<file path="src/rtl/uaddr_pkg.sv">
package uaddr_pkg;
  // Strobes sent from control to datapath each cycle
  typedef struct packed {
    logic selHold;
    logic selSaved;
    logic selLink;
    logic selInc;
    logic selTarget;
    logic branchBit;
  } uaddrStrobe_t;
endpackage

</file>
<file path="src/rtl/uaddr_ctrl.sv">
module uaddr_ctrl
  import uaddr_pkg::*;
#(
  parameter int CODE_W  = 8,
  parameter int NFLAG   = 8,
  parameter int SEL_W   = $clog2(NFLAG),
  parameter int FUNC_BR = 6
) (
  input  logic              repeatCur,
  input  logic              taskSwitch,
  input  logic              isReturn,
  input  logic              linkWrite,
  input  logic [CODE_W-1:0] jumpCode,
  input  logic [CODE_W-1:0] funcCode,
  input  logic [NFLAG-1:0]  condFlags,
  output uaddrStrobe_t      strobe
);
  localparam logic [CODE_W-1:0] JUMP_LO = CODE_W'(8'o17);
  localparam logic [CODE_W-1:0] JUMP_HI = CODE_W'(8'o200);
  localparam logic [SEL_W-1:0]  SEL_NONE = {SEL_W{1'b1}};
  localparam int HI_W = CODE_W - SEL_W;

  logic [SEL_W-1:0] jumpSel;
  logic [SEL_W-1:0] funcSel;
  logic             jumpGate;
  logic             funcGate;
  logic             jumpCond;
  logic             funcCond;
  logic             pathTakesBranch;

  assign jumpSel = jumpCode[SEL_W-1:0];
  assign funcSel = funcCode[SEL_W-1:0];

  // Jump-code condition window
  assign jumpGate = (jumpCode > JUMP_LO) && (jumpCode < JUMP_HI) && (jumpSel != SEL_NONE);
  // Function-code second condition
  assign funcGate = (funcCode[CODE_W-1:SEL_W] == HI_W'(FUNC_BR));

  assign jumpCond = jumpGate & condFlags[jumpSel];
  assign funcCond = funcGate & condFlags[funcSel];

  assign pathTakesBranch = !repeatCur && !taskSwitch;

  always_comb begin
    strobe = '0;
    if (repeatCur) begin
      strobe.selHold = 1'b1;
    end else if (taskSwitch) begin
      strobe.selSaved = 1'b1;
    end else if (isReturn) begin
      if (linkWrite) strobe.selLink = 1'b1;
      else           strobe.selInc  = 1'b1;
    end else begin
      strobe.selTarget = 1'b1;
    end
    strobe.branchBit = pathTakesBranch & (jumpCond | funcCond);
  end
endmodule

</file>
<file path="src/rtl/uaddr_dp.sv">
module uaddr_dp
  import uaddr_pkg::*;
#(
  parameter int ADDR_W   = 16,
  parameter int HI_W     = 2,
  parameter int PAGE_W   = 6,
  parameter int BANK_BIT = 11,
  parameter int NBANK    = 4
) (
  input  logic              clk,
  input  logic              rstN,
  input  uaddrStrobe_t      strobe,
  input  logic [ADDR_W-1:0] curAddr,
  input  logic [ADDR_W-1:0] savedPc,
  input  logic [ADDR_W-1:0] targetAddr,
  input  logic [ADDR_W-1:0] linkBus,
  output logic [ADDR_W-1:0] nextAddr,
  output logic [ADDR_W-1:0] incAddr,
  output logic [ADDR_W-2:0] rowAddr,
  output logic [NBANK-1:0]  bankSelN
);
  localparam int LO_W = ADDR_W - HI_W;
  localparam int BK_W = $clog2(NBANK);

  logic [ADDR_W-1:0] incComb;
  logic [ADDR_W-1:0] pickAddr;
  logic [ADDR_W-1:0] finalAddr;
  logic [BK_W-1:0]   bankCode;
  logic [NBANK-1:0]  bankComb;

  // Page-preserving increment
  assign incComb = {curAddr[ADDR_W-1:PAGE_W], curAddr[PAGE_W-1:0] + PAGE_W'(1)};

  always_comb begin
    pickAddr = {curAddr[ADDR_W-1:LO_W], targetAddr[LO_W-1:0]};
    if (strobe.selHold)  pickAddr = curAddr;
    if (strobe.selSaved) pickAddr = {curAddr[ADDR_W-1:LO_W], savedPc[LO_W-1:0]};
    if (strobe.selLink)  pickAddr = linkBus;
    if (strobe.selInc)   pickAddr = incComb;
  end

  // Branch result merged by OR into bit 0
  assign finalAddr = pickAddr | {{(ADDR_W-1){1'b0}}, strobe.branchBit};

  assign bankCode = {finalAddr[BANK_BIT], finalAddr[0]};

  for (genvar k = 0; k < NBANK; k++) begin : g_bank
    assign bankComb[k] = (bankCode != BK_W'(NBANK-1-k));
  end

  always_ff @(posedge clk) begin
    if (!rstN) begin
      nextAddr <= '0;
      incAddr  <= '0;
      rowAddr  <= '0;
      bankSelN <= {1'b0, {(NBANK-1){1'b1}}};
    end else begin
      nextAddr <= finalAddr;
      incAddr  <= incComb;
      rowAddr  <= finalAddr[ADDR_W-1:1];
      bankSelN <= bankComb;
    end
  end
endmodule

</file>
<file path="src/rtl/uaddr_next.sv">
module uaddr_next
  import uaddr_pkg::*;
#(
  parameter int ADDR_W = 16,
  parameter int CODE_W = 8,
  parameter int NFLAG  = 8
) (
  input  logic              clk,
  input  logic              rstN,
  input  logic [ADDR_W-1:0] curAddr,
  input  logic [ADDR_W-1:0] savedPc,
  input  logic [ADDR_W-1:0] targetAddr,
  input  logic [ADDR_W-1:0] linkBus,
  input  logic              repeatCur,
  input  logic              taskSwitch,
  input  logic              isReturn,
  input  logic              linkWrite,
  input  logic [CODE_W-1:0] jumpCode,
  input  logic [CODE_W-1:0] funcCode,
  input  logic [NFLAG-1:0]  condFlags,
  output logic [ADDR_W-1:0] nextAddr,
  output logic [ADDR_W-1:0] incAddr,
  output logic [ADDR_W-2:0] rowAddr,
  output logic [3:0]        bankSelN
);
  uaddrStrobe_t strobe;

  uaddr_ctrl #(.CODE_W(CODE_W), .NFLAG(NFLAG)) ctrl_i (
    .repeatCur (repeatCur),
    .taskSwitch(taskSwitch),
    .isReturn  (isReturn),
    .linkWrite (linkWrite),
    .jumpCode  (jumpCode),
    .funcCode  (funcCode),
    .condFlags (condFlags),
    .strobe    (strobe)
  );

  uaddr_dp #(.ADDR_W(ADDR_W)) dp_i (
    .clk       (clk),
    .rstN      (rstN),
    .strobe    (strobe),
    .curAddr   (curAddr),
    .savedPc   (savedPc),
    .targetAddr(targetAddr),
    .linkBus   (linkBus),
    .nextAddr  (nextAddr),
    .incAddr   (incAddr),
    .rowAddr   (rowAddr),
    .bankSelN  (bankSelN)
  );
endmodule

</file>
<file path="config.mk">
export PLATFORM = sky130hd
export DESIGN_NAME = uaddr_next
export DESIGN_NICKNAME = d
export VERILOG_FILES = /design/src/rtl/uaddr_pkg.sv /design/src/rtl/uaddr_ctrl.sv /design/src/rtl/uaddr_dp.sv /design/src/rtl/uaddr_next.sv
export SDC_FILE = /design/constraint.sdc
export NUM_CORES = 1
export LEC_CHECK = 0
export BUFFER_PORTS_ARGS = -buffer_cell sky130_fd_sc_hd__buf_4
export CAP_MARGIN = 5
export CORE_MARGIN = 2
export CORE_UTILIZATION = 42
export DETAILED_ROUTE_END_ITERATION = 10
export PLACE_DENSITY = 0.93
export SLEW_MARGIN = 20
export SYNTH_ARGS = -nofsm -noshare
export SYNTH_HDL_FRONTEND = slang
export SYNTH_SLANG_ARGS = --single-unit
</file>
<file path="constraint.sdc">
create_clock -name clk -period 2.1 [get_ports clk]
set_clock_uncertainty 0.1 [all_clocks]
set_input_delay 0.105 -clock clk [delete_from_list [all_inputs] [get_ports clk]]
set_output_delay 0.105 -clock clk [all_outputs]
set_load 0.005 [all_outputs]
</file>
# Word-level counts from Yosys, hierarchy flattened
# Cells that the tools add are included.
# Widths: inputs -> output; s select.
[totals] register_bits=51 inputBits=94 output_inout_bits=51 word_cells=41
[classes] add_sub_neg=1 n_lt_le_gt_ge=4 n_eq_ne=5 mux=16 bitwise=5 reduce_logical=6
[ops] op="$mux 16" count=2
[ops] op="$mux 14" count=2
[ops] op="$or 16x1->16" count=1
[ops] op="$gt 8x4->1 const B" count=1
[ops] op="$lt 3x4->1 const B" count=2
[ops] op="$lt 8x8->1 const B" count=1
[ops] op="$mux 1" count=7
[ops] op="$add 6x1->6 const B" count=1
[ops] op="$bmux 1 s3" count=2
[ops] op="$eq 5x3->1 const B" count=1
[ops] op="$mux 4" count=1
[ops] op="$ne 2x2->1 const B" count=2
[ops] op="$and 1x1->1" count=3
[ops] op="$logic_and 1x1->1" count=3
[ops] op="$mux 3" count=1
[ops] op="$ne 3x3->1 const B" count=1
[ops] op="$logic_not 1->1" count=2
[ops] op="$mux 2" count=1
[ops] op="$ne 2x1->1 const B" count=1
[ops] op="$reduce_bool 2->1" count=1
[ops] op="$or 1x1->1" count=1

# Logic depth before layout (Yosys ltp)
# Gate-level depths: netlist (run 1).
[logic_depth] ltp_word=9 ltp_mapped=6 depth_no_buf=5

# Hierarchy
# Synthesis (run 1) repeated with hierarchy kept, for this count alone.
[hier_totals] cells_unflattened=211 hier_area_um2=1898.1
[modules_own_cells] module="uaddr_dp" n_inst=1 cells_per_inst=186 area_each_um2=1699.1 seq_area_each_um2=720.7
[modules_own_cells] module="uaddr_ctrl" n_inst=1 cells_per_inst=25 area_each_um2=198.9 seq_area_each_um2=0.0

# Least setup slack after synthesis (run 1)
# OpenSTA, ideal clock, no wires.
[synth_timing] kind="input to register" start="in taskSwitch" end="reg dp_i.bankSelN[2]" t_arrival_ns=1.040 required_ns=1.868 setup_slack_ns=0.828 path_stages=5 n_path_buf=1 cell_sequence="buf_6 nor4b_2 o211ai_1 o311ai_1 o211ai_2"
[synth_via] elab_chain_len=7 elab_cells_between_ends=11
[synth_lines] element="start: declaration" line_no="uaddr_next.sv:15" source="input logic taskSwitch,"
[synth_lines] element="$mux 1" line_no="uaddr_ctrl.sv:48" source="end else if (taskSwitch) begin"
[synth_lines] element="$mux 4" line_no="uaddr_ctrl.sv:46" source="if (repeatCur) begin"
[synth_lines] element="$mux 14" line_no="uaddr_dp.sv:37" source="if (strobe.selSaved) pickAddr = {curAddr[ADDR_W-1:LO_W], savedPc[LO_W-1:0]};"
[synth_lines] element="$mux 16" line_no="uaddr_dp.sv:38" source="if (strobe.selLink) pickAddr = linkBus;"
[synth_lines] element="$mux 16" line_no="uaddr_dp.sv:39" source="if (strobe.selInc) pickAddr = incComb;"
[synth_lines] element="$or 16x1->16 (*)" line_no="uaddr_dp.sv:43" source="assign finalAddr = pickAddr | {{(ADDR_W-1){1'b0}}, strobe.branchBit};"
[synth_lines] element="$ne 2x1->1 (*)" line_no="uaddr_dp.sv:48" source="assign bankComb[k] = (bankCode != BK_W'(NBANK-1-k));"
[synth_lines] element="end signal: assignment" line_no="uaddr_dp.sv:56" source="bankSelN <= {1'b0, {(NBANK-1){1'b1}}};"
[synth_lines] element="end signal: assignment" line_no="uaddr_dp.sv:61" source="bankSelN <= bankComb;"
[synth_lines] element="end: declaration" line_no="uaddr_dp.sv:20" source="output logic [NBANK-1:0] bankSelN"
# Mark *: on every way between the ends. The rest lies on a longest branch, timed or not.
# A chain may end at the register's enable or synchronous reset.

# Worst setup path after layout (run 1)
[layout_timing] start="in curAddr[0]" end="reg dp_i.rowAddr[3]"
[layout_via] elab_chain_len=3
[layout_lines] element="start: declaration" line_no="uaddr_next.sv:10" source="input logic [ADDR_W-1:0] curAddr,"
[layout_lines] element="$add 6x1->6" line_no="uaddr_dp.sv:32" source="assign incComb = {curAddr[ADDR_W-1:PAGE_W], curAddr[PAGE_W-1:0] + PAGE_W'(1)};"
[layout_lines] element="$mux 16" line_no="uaddr_dp.sv:39"
[layout_lines] element="$or 16x1->16" line_no="uaddr_dp.sv:43"
[layout_lines] element="end signal: assignment" line_no="uaddr_dp.sv:60" source="rowAddr <= finalAddr[ADDR_W-1:1];"
[layout_lines] element="end: declaration" line_no="uaddr_dp.sv:19" source="output logic [ADDR_W-2:0] rowAddr,"
# Every way passes these cells.

==> reports/results.txt, run 1 <==
The tools report the number of nets produced by synthesis as 290. The global-route wire length before repair came out at 9750 µm. The iteration count of the initial detailed-routing pass is 4, and the wire length reported by the detailed router is 6220 µm. The number of antenna diodes in the final layout is 0. The vias per cell was 5.30; the maximum level of the CTS H-tree was 2. For hold timing, the worst endpoint is dp_i.bankSelN[2]. The detail route stage leaves a number of antenna-violating nets equal to 0. Walking the worst path, the cells encountered are dlygate4sd3_1 -> buf_4 -> ha_1 -> nand3_1 -> xor2_1 -> nor2_1 -> a22o_1. TritonCTS built the clock tree.

Compared with the post-synthesis result, the final layout area differs by 64.9%. The unique cell type count in the Yosys netlist came out at 42. After the last flow step, the layout net total stands at 429.

For the worst setup path, the data required time is 2.18 ns. The worst hold path begins at rstN. The run gives 0 as the final setup violation count.

The depth of the worst hold-timing path came out at 2. The share of the clock period used by the worst path after layout was 74.7%; the static leakage was 1.45 nW. The highest-delay cell along the critical path was dlygate4sd3_1. The peak fanout along the critical path works out to 5. The core region is 0.00429 mm². For this design the ratio of total power to cell area is 543 mW/mm². At the pin with the least slew margin, the transition time is 0.469 ns. The routability congestion estimate from global placement is 0.807, and the data arrival time of the worst path is 1.64 ns.

After detailed routing, the number of remaining DRC violations is 0. The largest single stage delay on the critical path is 0.54 ns. The shortest period the worst path allows is 1.57 ns.

The floorplan step set the die height to 70.4 µm. Measured along the x axis, the die boundary spans 70.4 µm. Via count of the first global-routing pass: 2,156.

After clock tree synthesis, the clock-pin slew on the worst setup and hold paths is 0.07 ns. The mapped cell area was 0.00185 mm². In the synthesized netlist the dominant register cell turns out to be dfxtp_1.

Pin placement for this block handled 145 I/O pins. Excluding fillers, the count of instances in the completed layout stands at 386. The worst setup path is launched from a primary input. The tool flagged a number of max-cap violations equal to 0.

Counting flops with an async set or reset pin after synthesis yields a share of 0%. The buffers plus inverters on the worst setup path is 2, and the count of pins over their slew limit is 0. The number of sinks handled by clock tree synthesis came out at 36. The wire-length estimate of the detail-placed layout is 4680 µm. The number of enable flip-flop cells after synthesis is 0. The mean instance size in the synthesized netlist is 9.51 µm².

The share of synthesized area occupied by flip-flops and latches was 38.9%. For this run, the top clock speed supported by timing is 638 MHz. For the initial antenna violation count, the log shows 0. For the final routed database, the setup TNS stands at 0 ns.

The tools report the maximum buffer depth of the clock tree as 2. The DRC marker count from the first detailed-route iteration was 72; the number of core rows was 24. The worst-case IR drop observed on VDD is 0.397 mV. Ratio of cells with drive above 1 in the final layout: 47.3%.

Setup repair after global routing left no endpoint under its margin. Count of buffers from port buffering: 139. The flow ran to the end, and the final reports show no timing, DRC or antenna violations. The number of placed instances, taps included was 364; the floorplan die area was 0.00496 mm².

For this configuration, the core starts out at a cell density of 43.2%. The tools report the clock root buffer master as clkbuf_8. Category of the critical setup timing path: primary input to register. The family with the most delay on the worst path is buffers and inverters. The total number of yosys warnings was 0; the remaining global-route overflow was 0. The critical path capture point type is a register. The cell count after synthesis came out at 195. The synthesized design contains 36 register bits. The run gives 25.0% as the global-route usage over all layers. Prior to clock tree synthesis, the placed netlist has a worst setup slack of 0.506 ns. The post-cts repair resize count came out at 0.

The average detailed-routed wire length per instance is 16.1 µm. Setup slack on the critical path of the routed design comes to 0.532 ns. Entering global routing, the biggest net connects 24 pins.

The routed layout has 2,044 vias. The worst slew margin relative to its limit was 68.6%; the number of hold-slack violations in the final timing report was 0. The tools report the total CTS buffers as 5. The tightest min-delay check is of the primary input to register type.
-- synthesized netlist by cell type, types with 3 or more instances --
cell type  count  area (µm²)
nand3_1        3        15.0
mux2i_1       16         160
and3_1         3        18.8
o21a_1         3        22.5
a21oi_1        5        25.0
buf_2          6        30.0
dfxtp_1       36         721
a211oi_1      12        90.1
clkbuf_1       4        15.0
a22oi_1       10        75.1
buf_4         15         113
nand2b_1       4        25.0
o211ai_1       3        22.5
o21ai_0        7        35.0
a22o_1         4        35.0
nand2_1        3        11.3
nor2_1        16        60.1
and2_1        13        81.3
-- layout make-up --
cell class / count / area, µm²
fill: 339 / 1240
timing repair buffer: 158 / 1220
multi-input combinational: 131 / 963
sequential: 36 / 721
clock buffer: 6 / 72.6
tap: 52 / 65.1
inverter: 2 / 7.51
clock inverter: 1 / 5.00
-- cell families (layout without fill, tap and decap cells) --
logic type,after synthesis,after routing,synth area share [%]
fa+ha+maj,1,1,0.675
buf+inv,28,167,9.51
xor+xnor,3,3,1.42
flops,36,36,38.9
compound gates,51,51,19.6
simple gates,56,56,17.7
mux,20,20,12.3
-- what timing repair did --
item,in CTS,in global routing
hold buffers,15,0
setup buffers,0,0
endpoints found under the hold margin,15,0
-- routing by layer --
metal  vias to the layer above  track usage [%]  wire length (µm)  part of all wire (%)
met5                         -                0                 0                     0
met4                         0             9.40               133                   2.1
met3                        13             6.35               440                   7.1
met2                       103             49.3              3520                    57
met1                       952             24.3              2130                    34
li1                        976                -                 -                     -
-- worst max path at each step --
stage                    start                to  slack (ns)  cells past startpoint
finish              curAddr[0]   dp_i.rowAddr[3]        0.53                      7
global route        curAddr[0]   dp_i.rowAddr[3]        0.50                      7
CTS                 curAddr[0]   dp_i.rowAddr[3]        0.53                      7
detailed placement  taskSwitch  dp_i.bankSelN[3]        0.51                      5
global placement    taskSwitch  dp_i.bankSelN[3]        0.57                      5
floorplan           taskSwitch  dp_i.bankSelN[2]        0.83                      5
-- through the flow --
stage	total power, mW	area (µm²)	util (%)	hold slack, ns
finish	1.66	3060	71.2	0.0221
CTS	1.67	3060	71.2	0.0138
global route	1.74	3060	71.2	0.00545
global placement	1.18	2830	65.9	0.213
detailed placement	1.20	2830	65.9	0.223
floorplan	0.949	1850	-	0.0774
-- registers in the layout (all words and copies together) (netlist names) --
signal and cells:
dp_i.incAddr 16, dp_i.rowAddr 15, dp_i.bankSelN 4, dp_i.nextAddr 1
-- cell usage in the layout, fill, tap and decap left out, types with 3 or more instances in the layout --
| cell type | netlist | final |
|---|---|---|
| buf_4 | 15 | 143 |
| dfxtp_1 | 36 | 36 |
| nor2_1 | 16 | 16 |
| mux2i_1 | 16 | 16 |
| dlygate4sd3_1 | 0 | 15 |
| and2_1 | 13 | 13 |
| a211oi_1 | 12 | 12 |
| a22oi_1 | 10 | 10 |
| o21ai_0 | 7 | 7 |
| a21oi_1 | 5 | 5 |
| clkbuf_8 | 0 | 5 |
| nand2b_1 | 4 | 4 |
| a22o_1 | 4 | 4 |
| and3_1 | 3 | 3 |
| o211ai_1 | 3 | 3 |
| nand2_1 | 3 | 3 |
| nand3_1 | 3 | 3 |
| o21a_1 | 3 | 3 |
-- where the power goes --
part	internal, mW	switching [mW]
clock network	0.225	0.227
registers	0.730	0.0187
logic	0.284	0.176
Note: power is estimated with default switching activity, not from simulation.
==> run 2, diff against run 1 <==
- ABC_AREA: default -> 1
- CORE_UTILIZATION: 42 -> 36
- PLACE_DENSITY: 0.93 -> 0.85
- clock period: 2.1 -> 1.4 ns (I/O delays scaled with it)
==> run 2 against run 1 <==
Against the previous run:
- clock power rose by 48%
- hold slack lost 0.013 ns
- global-route usage shrank 3.0 points
- final cell count increased by 28%
- die area rose by 16%
- worst setup slack got worse by 0.46 ns
- via count increased by 15%
- synthesized area up 0.67%
- count of clock-buffer cells in the layout is the same
- highest routed layer unchanged
==> reports/results.txt, run 2 <==
The run finished with clean final reports. The type of the most critical hold path is primary input to register. The tools report the count of pins over their slew limit as 0 (unchanged).

The residual antenna-violating net count after detailed routing is 0 (unchanged). The fraction of the mapped netlist area in adder cells was 0.670% (-0.0045 points); the count of buffers from port buffering was 139 (unchanged). The post-synthesis to final-layout area growth was 75.3%. The tools report the number of sinks handled by clock tree synthesis as 36 (unchanged). The compound-cell area share of the yosys netlist came out at 13.5% (-6.1 points). The via count of the routed design came out at 2,348 (+15%). The run gives 0.00291 mm² (+2.9%) as the placement-stage cell area. For the number of top-level pins, the log shows 145 (unchanged).

The met2 track demand over resource is 40.9% (-8.4 points), and the number of hold-slack violations in the final timing report is 0 (unchanged). Post-route total power: 2.55 mW (+53%). The highest cell delay on the worst timing path is 0.54 ns (about the same), and the data arrival time of the worst path is 1.45 ns (-0.19 ns).

The initial antenna violation count came out at 0 (unchanged). For the routability congestion estimate from global placement, the log shows 0.877 (+8.8%). The effective utilization at floorplan came out at 37.0% (-6.2 points).

The share of synthesized area occupied by flip-flops and latches was 38.6% (-0.26 points); the unique cell type count in the Yosys netlist was 30 (-29%). The worst voltage drop across the vdd grid was 0.310 mV (-22%); the maximum buffer depth of the clock tree was 2 (unchanged). The run gives 95 (+32%) as the DRC marker count from the first detailed-route iteration.

The mean instance size in the synthesized netlist is 6.99 µm² (-26%), and the worst path required time is 1.52 ns (-0.66 ns). The die boundary width works out to 76.0 µm (+7.9%). The run gives 26 (+8.3%) as the number of core rows. In the final layout, the registers with the most flip-flops are dp_i.incAddr: 16 flops, dp_i.rowAddr: 15 flops, dp_i.bankSelN: 4 flops. Category of the critical setup timing path: primary input to register. Walking the worst path, the cells encountered are dlygate4sd3_1 -> buf_4 -> ha_2 -> nand3_1 -> o21ai_0 -> a21oi_1 -> nand2_1 -> o21ai_1. The tools report the number of nets produced by synthesis as 362 (+25%). The logs give 21 (-13%) for the maximum number of pins on one net before global-route repair and 0.00327 mm² (+7.0%) for the post-route standard cell area excluding fillers. For the final net count, the log shows 519 (+21%). Dominant synthesized flop cell: dfxtp_1.

The most common cell in the netlist is nand2_1. The shortest period the worst path allows is 1.33 ns, and the share of the synthesized area in the top cell type is 38.6% (-0.26 points). The height of the chip came out at 76.0 µm (+7.9%).

The global-route wire length before repair came out at 10,100 µm (+4.0%). The buffers inserted during post-CTS setup optimization was 0 (unchanged). In the layout the commonest cells are 143 x buf_4, 89 x nand2_1, 36 x dfxtp_1. The tools report the antenna diode count as 0 (unchanged). The met3 capacity usage during global routing came out at 4.74% (-1.6 points). The measured slew at the worst slew-check pin is 0.312 ns (-0.157 ns), and the depth of the worst hold-timing path is 2 (unchanged).

The static leakage was 1.77 nW (+22%); the total negative slack was 0 ns (unchanged). dp_i.incAddr holds more flip-flops than any other register. The clock-pin slew on the worst setup and hold paths was 0.07 ns (about the same). TritonCTS built the clock tree. Static timing analysis puts the maximum clock frequency at 753 MHz. The logs give 22.0% (-3.0 points) for the global-route usage over all layers and 0.00504 mm² (+17%) for the area of the core. The peak fanout along the critical path is 5 (unchanged). The power density normalized to cell area was 779 mW/mm² (+43%). The tree is rooted in a clkbuf_8. The multiplexer fraction of the synthesized cell area works out to 0% (-12 points). The mapped cell area was 0.00187 mm² (+0.67%). The vias per cell works out to 4.75 (-10%).

The layer flagged by global routing as most heavily used is met2. For the count of max-cap constraint violations, the log shows 0 (unchanged). The leading cell type in the layout, fill and taps excluded is buf_4. For hold timing, the worst endpoint is dp_i.bankSelN[0]. The number of synthesized register bits was 36 (unchanged); the xor/xnor share of the synthesized area was 0.469% (-0.95 points). Cell count after synthesis: 267 (+37%).

The via count of the first global-routing pass came out at 2,208 (+2.4%). The run gives 4850 µm (+3.7%) as the HPWL reported at the end of detailed placement. The average detailed-routed wire length per instance came out at 13.3 µm (-17%).

STA classifies the critical path endpoint as a register. The commonest cells after synthesis are 89 x nand2_1, 36 x dfxtp_1, 28 x inv_1, 17 x buf_4, 14 x nor2_1. The run gives 0 (unchanged) as the post-route DRC violation count. The maximum level of the CTS H-tree is 2 (unchanged). For the total CTS buffers, the log shows 5 (unchanged).

The async set-or-reset flop fraction in the synthesized netlist is 0% (unchanged). The iteration count of the initial detailed-routing pass was 4 (unchanged); the number of flip-flops under the largest register name was 16 (unchanged). The routing usage on met1 was 24.7% (+0.38 points); the share of the clock period used by the worst path after layout was 94.9%.

The logs give 79.1% (+10 points) for the worst slew margin relative to its limit and 0.00876 ns (-0.0133 ns) for the worst-case hold slack. The startpoint type of the worst setup path is a primary input. The run gives 6580 µm (+5.8%) as the wire length reported by the detailed router.

The final setup violation count is 0 (unchanged). The highest-delay cell along the critical path is dlygate4sd3_1. The ratio of cells with drive above 1 in the final layout was 39.2% (-8.2 points). The remaining global-route overflow is 0 (unchanged). Final core area utilization: 64.9% (-6.3 points). By area, the combinational part of the netlist is dominated by simple AND/OR/NAND/NOR gates. dfxtp_1 takes more of the synthesized area than any other cell. Setup repair after global routing left no endpoint under its margin. The origin of the worst min-delay path was rstN. The number of enable flip-flop cells after synthesis is 0 (unchanged). By area the synthesized netlist is led by dfxtp_1 39%, nand2_1 18%, buf_4 6.8%, inv_1 5.6%, nand3_1 3.5%. The floorplan die area was 0.00578 mm² (+16%). The synthesized-area fraction occupied by and/or/nand/nor cells was 31.4% (+14 points); the total number of yosys warnings was 0 (unchanged).
==> run 2: changes by cell type in the layout (fill, tap and decap cells not counted), sizes merged, moves of 4 or more <==
cell         change
nand2           +90
inv             +32
mux2i           -16
and2            -13
dlygate4sd3     +13
nand3           +11
a211oi           -8
o22ai            +8
o21ai            +7
a22oi            -5
nand4            +5
a22o             -4
nand2b           -4
==> run 2: metrics by stage <==
step                instances  setup WS [ns]
finish                    494         0.0719
global placement          459          0.102
CTS                       493         0.0717
detailed placement        459         0.0694
global route              494         0.0102
floorplan                 267          0.308
==> run 2: layout make-up <==
type,instances,area [µm²]
Fill cell,452,1770
Inverter,34,133
Clock inverter,1,5.00
Clock buffer,6,72.6
Multi-Input combinational cell,174,861
Timing Repair Buffer,173,1390
Sequential cell,36,721
Tap cell,70,87.6
==> run 2: per-layer routing <==
layer,vias up,part of all wire (%)
li1,1151,-
met1,1071,39
met2,114,53
met3,12,6.0
met4,0,2.1
met5,-,0
==> run 2: kinds of logic after synthesis <==
logic type / count (synthesis)
compound gates: 41
xor+xnor: 1
fa+ha+maj: 1
buf+inv: 57
flops: 36
simple gates: 131
==> run 2: how the worst max path moves through the flow <==
stage | from | endpoint | cells after the start
2_1_floorplan | taskSwitch | dp_i.bankSelN[3] | 10
3_3_place_gp | repeatCur | dp_i.bankSelN[3] | 11
3_5_place_dp | repeatCur | dp_i.bankSelN[3] | 11
4_1_cts | curAddr[0] | dp_i.rowAddr[3] | 8
5_1_grt | curAddr[0] | dp_i.rowAddr[4] | 9
6_report | curAddr[0] | dp_i.rowAddr[3] | 8
==> run 2: power by group <==
part | internal, mW | total, mW | switching (mW)
Clock | 0.338 | 0.670 | 0.332
Combinational | 0.440 | 0.748 | 0.308
Sequential | 1.10 | 1.13 | 0.0309
Total | 1.88 | 2.55 | 0.671
==> run 2: what timing repair did <==
| item | 4_1_cts | 5_1_grt |
|---|---|---|
| endpoints found under the hold margin | 26 | 1 |
| gates resized for setup | 0 | 1 |
| hold buffers | 27 | 1 |
| endpoints found under the setup margin | 0 | 1 |
==> run 2: critical path: cells and delay by family <==
| family | cells | cell delay, ns |
|---|---|---|
| buf+inv | 2 | 0.70 |
| compound gates | 3 | 0.31 |
| fa+ha+maj | 1 | 0.19 |
| simple gates | 2 | 0.17 |
==> run 3, diff against run 2 <==
- CORE_ASPECT_RATIO: default -> 1.75
- HOLD_SLACK_MARGIN: default -> 0.05
==> run 3 against run 2 <==
Against the previous run:
- utilization rose by 4.2 points
- non-clock buffer count grew 17
- maximum frequency is 0.94% lower
==> reports/results.txt, run 3 (synthesis gave the netlist of run 2 again) <==
The area growth from synthesis to layout is 84.3%. Effective utilization at floorplan: 37.5% (+0.48 points). The number of standard cells in the layout, taps in and fillers out is 495 (+0.20%), and the clock-pin slew on the worst setup and hold paths is 0.07 ns (about the same). The run gives 2 (unchanged) as the maximum buffer depth of the clock tree. The category of the critical setup timing path is primary input to register.

TritonCTS built the clock tree. The run finished with clean final reports. The HPWL reported at the end of detailed placement is 5000 µm (+3.0%), and the highest cell delay on the worst timing path is 0.53 ns (about the same).

The static leakage is 1.86 nW (+5.1%). The number of sinks handled by clock tree synthesis is 36 (unchanged). The via count of the routed design came out at 2,492 (+6.1%). The die boundary width works out to 58.4 µm (-23%). For the worst-case hold slack, the log shows 0.0498 ns (+0.0410 ns). The number of top-level pins was 145 (unchanged); the share of the clock period used by the worst path after layout was 95.8% (+0.90 points). Setup repair after global routing could not meet its margin everywhere. The count of pins over their slew limit is 0 (unchanged), and the peak fanout along the critical path is 5 (unchanged).

The number of hold-slack violations in the final timing report was 0 (unchanged); the buffers plus inverters on the worst setup path was 2 (unchanged). The final setup violation count was 0 (unchanged). Power spent charging and discharging nets: 0.704 mW (+4.9%).

Number of flip-flops under the largest register name: 16 (unchanged). The worst hold path terminates at dp_i.rowAddr[4]. The startpoint type of the worst setup path is a primary input.

The shortest period the worst path allows is 1.34 ns (+0.0125 ns), and the worst path required time is 1.52 ns (about the same). Leaving out fill and tap cells, the most frequent cell in the layout is buf_4. The run gives 24.2% (+2.2 points) as the global-route usage over all layers.

The switching power share of the total is 26.9% (+0.58 points). For the area of the core, the log shows 0.00498 mm² (-1.3%). Remaining global-route overflow: 0 (unchanged). Via count of the first global-routing pass: 2,614 (+18%). Number of stages on the worst setup path: 8 (unchanged). For this design, the slowest cell found on the critical path is dlygate4sd3_1. The depth of the worst hold-timing path works out to 5 (+3). Origin of the worst min-delay path: targetAddr[5]. The routability congestion estimate from global placement is 0.810 (-7.6%), and the worst slew margin relative to its limit is 80.6% (+1.5 points).

For the fraction of power consumed by combinational cells, the log shows 30.7% (+1.3 points). Grouping stages by cell kind, the critical path spends the most delay in buffers and inverters. Total CTS buffers: 5 (unchanged). The run gives 1.91 mW (+1.8%) as the cell internal power dissipation. The worst voltage drop across the vdd grid was 0.765 mV (+150%); the data arrival time of the worst path was 1.46 ns (about the same). The height of the chip was 99.3 µm (+31%); the proportion of power drawn by the clock network was 26.1% (-0.2 points). The post-route DRC violation count was 0 (unchanged).

The average detailed-routed wire length per instance was 14.7 µm (+11%). The ratio of cells with drive above 1 in the final layout came out at 38.8% (-0.38 points). The measured slew at the worst slew-check pin came out at 0.290 ns (-0.0220 ns). The tools report the final core area utilization as 69.1% (+4.2 points).

The power share of the sequential group is 43.2% (-1.2 points). Traced cell by cell, the critical path runs through dlygate4sd3_1 -> buf_4 -> ha_2 -> nand3_2 -> o21ai_0 -> a21oi_1 -> nand2_1 -> o21ai_1. The run gives 85 (-11%) as the DRC marker count from the first detailed-route iteration. The layout filler cell count was 398 (-12%); the count of buffers from port buffering was 139 (unchanged).

The tools report the global-route wire length before repair as 10,800 µm (+6.3%). The wire length reported by the detailed router is 7300 µm (+11%). The count of max-cap constraint violations is 0 (unchanged), and the vias per cell is 5.03 (+5.9%).

The run gives 2 (unchanged) as the maximum level of the CTS H-tree. In the final layout, the registers with the most flip-flops are dp_i.incAddr: 16 flops, dp_i.rowAddr: 15 flops, dp_i.bankSelN: 4 flops. The run gives 34 (+31%) as the number of core rows. The tools report the maximum number of pins on one net before global-route repair as 21 (unchanged). The tools report the floorplan die area as 0.00580 mm² (+0.39%). STA classifies the critical path endpoint as a register. The number of placed instances, taps included is 445 (-3.1%), and the residual antenna-violating net count after detailed routing is 0 (unchanged). The total negative slack was 0 ns (unchanged). The final net count came out at 536 (+3.3%). The root buffer cell chosen for the clock tree is clkbuf_8.

The achievable clock frequency is 746 MHz (-0.94%), and the initial antenna violation count is 0 (unchanged). In this run the worst hold path is classified as primary input to register. The iteration count of the initial detailed-routing pass is 5 (+1), and the power density normalized to cell area is 760 mW/mm² (-2.4%).

Leaving out fill and tap cells, the most frequent cells in the layout are 145 x buf_4, 89 x nand2_1, 41 x dlygate4sd3_1. Antenna diode count: 0 (unchanged). The register ranked first by flip-flop count is dp_i.incAddr.
## run 3: cell count changes in the layout (fill, tap and decap cells not counted), sizes merged
cell          previous run  this run
dlygate4sd3             28        41
clkbuf                   6         7
buf                    145       147
dlymetal6s4s             0         1
## run 3: worst max-delay path by stage
stage | from | to | slack, ns
floorplan | taskSwitch | dp_i.bankSelN[3] | 0.31
global route | curAddr[0] | dp_i.rowAddr[3] | -0.02
finish | curAddr[0] | dp_i.rowAddr[3] | 0.06
CTS | rstN | dp_i.incAddr[15] | 0.01
detailed placement | taskSwitch | dp_i.bankSelN[3] | 0.01
global placement | repeatCur | dp_i.bankSelN[3] | 0.09
## run 3: area by class of cell
| class | instances | area, µm² | share of cell area (%) |
|---|---|---|---|
| multi-input cells | 174 | 871 | 25.3 |
| repair buffers | 190 | 1570 | 45.7 |
| well taps | 54 | 67.6 | 1.96 |
| flip-flops and latches | 36 | 721 | 20.9 |
| clock inverters | 1 | 5.00 | 0.145 |
| inverters | 34 | 133 | 3.85 |
| clock buffers | 6 | 72.6 | 2.11 |
## run 3: repair_timing
action	in CTS	in global routing
hold buffers	42	0
resized for setup	0	6
endpoints found under the hold margin	31	0
endpoints found under the setup margin	0	6
buffers inserted	0	0
## run 3: metrics by stage
| step | worst slack [ns] | cell area (µm²) | power (mW) |
|---|---|---|---|
| after floorplan | 0.308 | 1870 | 1.43 |
| after global placement | 0.0881 | 2900 | 1.81 |
| after detailed placement | 0.00964 | 2900 | 1.83 |
| after CTS | 0.0131 | 3390 | 2.59 |
| after global routing | -0.0236 | 3440 | 2.73 |
| final | 0.0594 | 3440 | 2.62 |
## run 3: layer usage
metal / wire length, µm / GRT usage, %
met4: 444 / 16.8
met2: 3930 / 45.1
met5: 0 / 0
met3: 623 / 5.46
met1: 2290 / 21.6
## run 3: power groups by stage
stage	combinational (mW)	sequential, mW	clock, mW
finish	0.803	1.13	0.682
global route	0.864	1.14	0.727
CTS	0.775	1.13	0.689
detailed placement	0.680	1.15	0
global placement	0.663	1.15	0
floorplan	0.274	1.16	0
